[src/rtl/fpu_useq_pkg.sv]
package fpu_useq_pkg;

    localparam int AW      = 8;
    localparam int WW      = 64;
    localparam int SEQ_W   = 16;
    localparam int CTRL_W  = WW - SEQ_W;
    localparam int CSEL_W  = 5;
    localparam int NSEL    = 1 << CSEL_W;
    localparam int NOPS    = 5;
    localparam logic [AW-1:0] IDLE_ADDR = '0;

    typedef enum logic [1:0] {
        SRC_SEQ  = 2'd0,
        SRC_FBK  = 2'd1,
        SRC_DISP = 2'd2,
        SRC_IDLE = 2'd3
    } src_e;

    typedef struct packed {
        logic [CTRL_W-1:0] ctrl;
        logic [CSEL_W-1:0] csel;
        logic [AW-1:0]     tgt;
        logic              hold;
        src_e              src;
    } uword_t;

    function automatic logic op_ok(input logic [2:0] op);
        return int'(op) < NOPS;
    endfunction

    function automatic logic [AW-1:0] entry_of(input logic [2:0] op, input logic dbl);
        logic [3:0] slot;
        slot = 4'({op, dbl}) + 4'd1;
        return {slot, 4'h0};
    endfunction

    function automatic logic [AW-1:0] exc_entry(input logic [3:0] exc);
        if (exc[3])      return 8'hC0;
        else if (exc[2]) return 8'hD0;
        else if (exc[1]) return 8'hE0;
        else             return 8'hF0;
    endfunction

    function automatic uword_t store_word(input logic [AW-1:0] a);
        uword_t     w;
        logic [3:0] reg_n;
        logic [3:0] off;
        reg_n  = a[7:4];
        off    = a[3:0];
        w.ctrl = {a, ~a, a, ~a, a, ~a};
        w.csel = '0;
        w.tgt  = '0;
        w.hold = 1'b0;
        w.src  = SRC_IDLE;
        if (reg_n >= 4'd1 && reg_n <= 4'd10) begin
            case (off)
                4'd0, 4'd1, 4'd2, 4'd4, 4'd5, 4'd6: w.src = SRC_SEQ;
                4'd3: begin
                    w.src  = SRC_FBK;
                    w.csel = {1'b0, reg_n};
                    w.tgt  = {reg_n, 4'h8};
                end
                4'd8: begin
                    w.src  = SRC_SEQ;
                    w.hold = 1'b1;
                end
                4'd9:    w.src = SRC_DISP;
                default: w.src = SRC_IDLE;
            endcase
        end else if (reg_n >= 4'd12 && off == 4'd0) begin
            w.src = SRC_SEQ;
        end
        return w;
    endfunction

endpackage

[src/rtl/fpu_useq_store.sv]
module fpu_useq_store
    import fpu_useq_pkg::*;
(
    input  logic [AW-1:0] addr,
    output uword_t        word
);

    always_comb begin
        word = store_word(addr);
    end

endmodule

[src/rtl/fpu_useq_next.sv]
module fpu_useq_next
    import fpu_useq_pkg::*;
#(
    parameter int NCOND = 31
) (
    input  logic [AW-1:0]    cur,
    input  logic             busy,
    input  logic             start,
    input  logic [2:0]       op,
    input  logic             dbl,
    input  logic [3:0]       exc,
    input  logic [NCOND-1:0] cond,
    input  uword_t           word,
    output logic [AW-1:0]    nxt,
    output logic             nxt_busy,
    output logic             ending
);

    localparam int PAD = NSEL - NCOND - 1;

    logic [NSEL-1:0] cond_ext;
    logic            hit;
    logic [AW-1:0]   inc;

    generate
        if (PAD > 0) begin : g_pad
            assign cond_ext = {{PAD{1'b0}}, cond, 1'b1};
        end else begin : g_full
            assign cond_ext = {cond, 1'b1};
        end
    endgenerate

    assign hit = cond_ext[word.csel];
    assign inc = cur + AW'(1);

    always_comb begin
        nxt      = IDLE_ADDR;
        nxt_busy = 1'b0;
        ending   = 1'b0;
        if (!busy) begin
            if (start && op_ok(op)) begin
                nxt      = entry_of(op, dbl);
                nxt_busy = 1'b1;
            end
        end else if (|exc) begin
            nxt      = exc_entry(exc);
            nxt_busy = 1'b1;
        end else begin
            unique case (word.src)
                SRC_SEQ: begin
                    nxt      = inc;
                    nxt_busy = 1'b1;
                end
                SRC_FBK: begin
                    nxt      = hit ? word.tgt : inc;
                    nxt_busy = 1'b1;
                end
                SRC_DISP: begin
                    if (op_ok(op)) begin
                        nxt      = entry_of(op, dbl);
                        nxt_busy = 1'b1;
                    end else begin
                        ending = 1'b1;
                    end
                end
                SRC_IDLE: ending = 1'b1;
            endcase
        end
    end

endmodule

[src/rtl/fpu_useq.sv]
module fpu_useq
    import fpu_useq_pkg::*;
#(
    parameter int NCOND = 31
) (
    input  logic              clk,
    input  logic              rst,
    input  logic              start_i,
    input  logic [2:0]        op_i,
    input  logic              dbl_i,
    input  logic [3:0]        exc_i,
    input  logic [NCOND-1:0]  cond_i,
    output logic [AW-1:0]     uaddr_o,
    output logic              busy_o,
    output logic              done_o,
    output logic [CTRL_W-1:0] ctrl_o
);

    logic [AW-1:0]     uaddr_q;
    logic              busy_q;
    logic              done_q;
    logic [CTRL_W-1:0] ctrl_q;
    uword_t            word;
    logic [AW-1:0]     nxt;
    logic              nxt_busy;
    logic              ending;

    fpu_useq_store u_store (
        .addr (uaddr_q),
        .word (word)
    );

    fpu_useq_next #(.NCOND(NCOND)) u_next (
        .cur      (uaddr_q),
        .busy     (busy_q),
        .start    (start_i),
        .op       (op_i),
        .dbl      (dbl_i),
        .exc      (exc_i),
        .cond     (cond_i),
        .word     (word),
        .nxt      (nxt),
        .nxt_busy (nxt_busy),
        .ending   (ending)
    );

    always_ff @(posedge clk) begin
        if (rst) begin
            uaddr_q <= IDLE_ADDR;
            busy_q  <= 1'b0;
            done_q  <= 1'b0;
            ctrl_q  <= '0;
        end else begin
            uaddr_q <= nxt;
            busy_q  <= nxt_busy;
            done_q  <= ending;
            if (!word.hold) begin
                ctrl_q <= word.ctrl;
            end
        end
    end

    assign uaddr_o = uaddr_q;
    assign busy_o  = busy_q;
    assign done_o  = done_q;
    assign ctrl_o  = ctrl_q;

endmodule

[config.mk]
export PLATFORM = sky130hd
export DESIGN_NAME = fpu_useq
export DESIGN_NICKNAME = d
export VERILOG_FILES = /design/src/rtl/fpu_useq_pkg.sv /design/src/rtl/fpu_useq_store.sv /design/src/rtl/fpu_useq_next.sv /design/src/rtl/fpu_useq.sv
export SDC_FILE = /design/constraint.sdc
export NUM_CORES = 1
export LEC_CHECK = 0
export BUFFER_PORTS_ARGS = -buffer_cell sky130_fd_sc_hd__buf_2
export CAP_MARGIN = 5
export CORE_ASPECT_RATIO = 1.5
export CORE_MARGIN = 2
export CORE_UTILIZATION = 45
export DETAILED_ROUTE_END_ITERATION = 7
export PLACE_DENSITY = 0.86
export SLEW_MARGIN = 20
export SYNTH_ARGS = -nofsm -noshare
export SYNTH_HDL_FRONTEND = slang
export SYNTH_SLANG_ARGS = --single-unit
export TNS_END_PERCENT = 20
[constraint.sdc]
create_clock -name clk -period 2.84 [get_ports clk]
set_clock_uncertainty 0.2 [all_clocks]
set_input_delay 0.568 -clock clk [delete_from_list [all_inputs] [get_ports clk]]
set_output_delay 0.568 -clock clk [all_outputs]
set_load 0.02 [all_outputs]
## Yosys cells after proc, flatten, opt, wreduce, memory -nomap -nowiden

Cells that the tools add are included.
W data, S select, Z words.

| word-level totals | value |
|---|---|
| register bits after elaboration | 58 |
| bits in latches | 0 |
| memory bits (writable) | 0 |
| memory bits (read-only) | 0 |
| output and inout bits | 58 |
| logic and storage cells | 59 |
| memories | 0 |

| operators by class | value |
|---|---|
| add/subtract/negate cells | 2 |
| multipliers | 0 |
| div/mod/pow operators | 0 |
| order comparisons | 5 |
| eq/ne operators | 12 |
| shift-type cells | 0 |
| mux-type cells | 24 |
| bitwise logic cells | 2 |
| reductions and logical operators | 9 |

Operators by type and width:

| operator | number |
|---|---|
| $mux W8 | 7 |
| $pmux W8 S3 | 1 |
| $mux W13 | 1 |
| $eq A4 B3 Y1 const B | 3 |
| $mux W12 | 1 |
| $add A8 B1 Y8 const B | 1 |
| $eq A4 B2 Y1 const B | 2 |
| $eq A4 B4 Y1 const B | 2 |
| $not A8 Y8 | 1 |
| $mux W1 | 7 |
| $reduce_or A7 Y1 | 1 |
| $lt A4 B6 Y1 const B | 1 |
| $ne A6 B6 Y1 const B | 1 |
| $pmux W2 S3 | 1 |
| $reduce_or A6 Y1 | 1 |
| $bmux W1 S5 | 1 |
| $mux W5 | 1 |
| $add A4 B1 Y4 const B | 1 |
| $eq A2 B2 Y1 const B | 2 |
| $eq A4 B1 Y1 const B | 1 |
| $ge A4 B1 Y1 const B | 1 |
| $ge A4 B4 Y1 const B | 1 |
| $le A4 B4 Y1 const B | 1 |
| $logic_not A4 Y1 | 1 |
| 9 further kinds | 13 |

## Depth between registers and ports, before layout

| logic depth | value |
|---|---|
| word-level depth | 9 |
| depth in mapped cells | 8 |
| depth with buffers taken out | 8 |

## By module

A second synthesis with hierarchy kept.

| second synthesis, totals | value |
|---|---|
| cell total of the unflattened synthesis | 361 |
| area total of the unflattened synthesis | 3414.5 sq um |

Modules (own cells, without submodules):

| module | instances | cells each | area an instance (sq um) | seq. area each (sq um) |
|---|---|---|---|---|
| fpu_useq | 1 | 176 | 1995.7 | 1161.1 |
| fpu_useq_next | 1 | 107 | 864.6 | 0.0 |
| fpu_useq_store | 1 | 78 | 554.3 | 0.0 |

## Worst setup path before layout

OpenSTA, ideal clock, no wires.

| timing path | value |
|---|---|
| kind | reg-to-reg |
| start point | reg uaddr_q[0] (netlist: uaddr_o[0]) |
| end point | reg uaddr_q[5] (netlist: uaddr_o[5]) |
| setup time | 0.095 ns |
| data arrival time | 1.766 ns |
| required time | 2.545 ns |
| slack | 0.779 ns |
| cell stages (with the launch flop) | 8 |
| buffers on the path | 0 |
| clock period less this slack | 2.061 ns |
| path through | dfxtp_1 -> ha_1 -> nor3b_4 -> and3b_1 -> a22oi_1 -> nor3_4 -> a211oi_1 -> a221oi_1 |

| on the way | value |
|---|---|
| cells in the longest elaborated chain, start to end | 9 |

Ends and longest elaborated chain:

| item | line | RTL |
|---|---|---|
| from (decl) | fpu_useq.sv:19 | `logic [AW-1:0] uaddr_q;` |
| from (signal assigned) | fpu_useq.sv:54 | `uaddr_q <= nxt;` |
| $eq A4 B2 Y1 | fpu_useq_pkg.sv:56 | `case (off)` |
| $mux W12 | fpu_useq_pkg.sv:56 |  |
| $mux W13 | fpu_useq_pkg.sv:55 | `if (reg_n >= 4'd1 && reg_n <= 4'd10) begin` |
| $bmux W1 S5 | fpu_useq_next.sv:33 | `assign hit = cond_ext[word.csel];` |
| $mux W1 (implied by the code) | fpu_useq_next.sv:33 |  |
| $mux W8 | fpu_useq_next.sv:55 | `nxt = hit ? word.tgt : inc;` |
| $pmux W8 S3 | fpu_useq_next.sv:49 | `unique case (word.src)` |
| $mux W8 | fpu_useq_next.sv:45 | `end else if (\|exc) begin` |
| $mux W8 | fpu_useq_next.sv:40 | `if (!busy) begin` |

Several ways; a longest one is shown, not always the timed one. The select of a mux whose other input is x is not followed.
A chain may end at the register's enable or synchronous reset.

## Final worst setup path

| timing path | value |
|---|---|
| start point | reg uaddr_q[0] (netlist: uaddr_o[0]) |
| end point | reg uaddr_q[6] (netlist: uaddr_o[6]) |

Same word-level chain as after synthesis.

==> results.md <==
- Fin nets: 302
- Max-cap check violation count: 0
- Gpl congestion: 0.818
- Post-Syn Area: 1810 um^2
- Finish-stage setup viols: 0
- Die H: 81.6 um
- Overall Global Routing Usage: 16.5%
- Maximum clock frequency: 0.402 GHz
- Chip width: 55.7 um
- Critical path fanouts, max: 7
- Hold WC Path Type: reg2reg
- Final Cell Area: 1960 um^2
- Critical Path AT: 2.44 ns
- Largest net degree at the start of global routing: 23
- CTS Buf Count: 3
- Final Max Slew Viols: 0
- Status: complete, no violations
- Number of setup buffers added after CTS: 0
- TritonCTS clock tree: yes
- DP HPWL: 2950 um
- Vias/cell: 5.37
- Initial core utilization: 46.4%
- Layout cell share with drive strength beyond 1: 35.4%
- Detailed-route via count: 1607
- Final Critical Period: 2.49 ns
- Synth warn: 0
- Synth area leaders: dfxtp_1 29%, buf_4 18%, nand2_1 5.0%
- Vias in the first global route: 1428
- GRT overflow: 0
- Post-synth EDFFs: 0
- Syn avg cell area: 8.10 um^2
- Cell area after placement: 1890 um^2
- Fillers: 400
- Tcrit/Tclk final: 87.5%
- Root Driver: clkbuf_8
- RSZ-0062 raised after global routing: false
- Post-synth top area cell: dfxtp_1
- WP data required: 2.79 ns
- Initial DRT Pass Iterations: 4
- First-pass GRT wire length: 6090 um
- Clk sinks: 26
- Io pins: 100
- Slew @ Worst Pin: 0.513 ns
- CTS-repair resized insts: 0
- Clock latency on the worst-skew pair: 0.27 ns
- Rel. slew slack: 65.7%
- Hold Buf Count CTS: 0
- Top_reg_cell synth: dfxtp_1
- Crit-path cells: inv_1, ha_1, nor3_1, nor2_1, o211ai_1, o211ai_4, o21ai_0, a211oi_1
- CTS H-tree lvls: 1
- Top cell type's share of synthesized area: 28.8%
- Critical Path Sink Type: flip-flop
- Initial antenna violation count: 0
- Power density cells: 463 nW/um^2
- Wirelength per Cell: 13.1 um
- Area Growth Syn to Fin: 8.39%
- Final hold violation count: 0
- Setup TNS: 0 ns
- Row count: 28
- Bufs on Longest Clock Path: 2
- Clock transition at path regs: 0.09 ns
- # diodes: 0
- Critical Path Slowest Stage Cell: dfxtp_1
- Yosys cell types: 43
- Final ANT Viol Nets: 0
- Mapped Nets: 270
- Asr flop ratio synth: 0%
- WL final: 3930 um
- Yosys reg bits: 26
- Drc violations: 0
- Die area: 4550 um^2
- Pre-CTS WS: 0.448 ns
- Post-Synthesis Cells: 223
- Final WS setup: 0.355 ns
- Port bufs: 78
- Leak pwr: 0.954 nW
- Worst Setup Start Kind: flip-flop
- Sequential cell area fraction in the yosys report: 28.8%
- Core box area: 3890 um^2
- Initial DRC Count: 48
- Crit path kind: reg2reg
- Peak supply drop: 0.261 mV
- CP peak stage delay: 0.46 ns
## registers in the layout (all words and copies together), names as in the netlist
name	flops
ctrl_o	16
uaddr_o	8
busy_o	1
done_o	1
## cell usage after synthesis (2+ instances only)
| library cell | number |
|---|---|
| o21ai_0 | 10 |
| nor4_1 | 5 |
| nand4_1 | 2 |
| inv_1 | 5 |
| and3_1 | 5 |
| mux2i_1 | 4 |
| nand3_1 | 7 |
| xor2_1 | 3 |
| buf_4 | 43 |
| nor2b_1 | 3 |
| a211oi_1 | 4 |
| buf_2 | 5 |
| clkbuf_1 | 2 |
| a22oi_1 | 2 |
| a311oi_1 | 2 |
| o211a_1 | 2 |
| dfxtp_1 | 26 |
| ha_1 | 5 |
| nand2b_1 | 2 |
| a21oi_1 | 14 |
| nor3_1 | 3 |
| o21bai_1 | 2 |
| xnor2_1 | 4 |
| nor2_1 | 20 |
| nand2_1 | 24 |
| a221oi_1 | 2 |
## cell families (layout without fill, tap and decap cells)
family,count (synthesis),after routing,share of synthesized area (%)
simple gates,79,79,23.0
buf+inv,56,87,21.3
compound gates,46,46,17.7
flops,26,26,28.8
xor+xnor,7,7,3.40
fa+ha+maj,5,5,3.47
mux,4,4,2.22
## final cells by class
cell class,count,area (um^2),area share [%]
clock inverters,1,30.0,1.53
well taps,45,56.3,2.88
inverters,5,18.8,0.959
repair buffers,78,390,19.9
flip-flops and latches,26,520,26.6
clock buffers,3,41.3,2.11
multi-input cells,141,900,46.0
## layout by cell type (no fill, tap or decap), types with 2 or more instances in the layout
cell type  Yosys  final
nand2b_1       2      2
o21ai_0       10     10
nor3_1         3      3
nand4_1        2      2
a211oi_1       4      4
a221oi_1       2      2
ha_1           5      5
nor4_1         5      5
and3_1         5      5
nor2_1        20     20
mux2i_1        4      4
clkbuf_8       0      3
a21oi_1       14     14
dfxtp_1       26     26
xnor2_1        4      4
buf_2          5     78
a311oi_1       2      2
xor2_1         3      3
o21bai_1       2      2
inv_1          5      5
o211a_1        2      2
nand2_1       24     24
nor2b_1        3      3
a22oi_1        2      2
nand3_1        7      7
## worst paths after layout
path                                  from    endpoint  slack, ns  cells past startpoint
worst max-delay path            uaddr_o[0]  uaddr_o[6]       0.35                      8
worst min-delay path            ctrl_o[43]  ctrl_o[43]       0.28                      2
worst max register to register  uaddr_o[0]  uaddr_o[6]       0.35                      8
worst min register to register  ctrl_o[43]  ctrl_o[43]       0.28                      2
## routing by layer
| layer | global-route usage (%) | wire length [um] | up-vias |
|---|---|---|---|
| li1 | - | - | 787 |
| met1 | 16.8 | 1430 | 754 |
| met2 | 33.5 | 2200 | 61 |
| met3 | 1.10 | 233 | 5 |
| met4 | 8.05 | 65 | 0 |
| met5 | 0 | 0 | - |
## metrics by stage
stage / power (mW) / hold WS (ns) / cells / util (%)
finish: 0.907 / 0.276 / 299 / 50.3
global route: 0.939 / 0.310 / 299 / 50.3
CTS: 0.906 / 0.281 / 299 / 50.3
detailed placement: 0.603 / 0.268 / 295 / 48.5
global placement: 0.598 / 0.260 / 295 / 48.5
floorplan: 0.570 / 0.263 / 223 / -
## critical path, delay by kind of cell, from the launching register on
family / cells / cell delay [ns]
adders and majority gates: 1 / 0.28
and+or+nand+nor: 2 / 0.47
DFF: 1 / 0.46
AOI/OAI and AO/OA: 4 / 0.84
buffers and inverters: 1 / 0.10
## where the power goes
part | switching [mW] | leakage, nW | internal (mW) | total (mW)
Combinational | 0.121 | 0.704 | 0.0706 | 0.191
Sequential | 0.0244 | 0.213 | 0.380 | 0.404
Clock | 0.122 | 0.0357 | 0.189 | 0.311
Note: power is estimated with default switching activity, not from simulation.
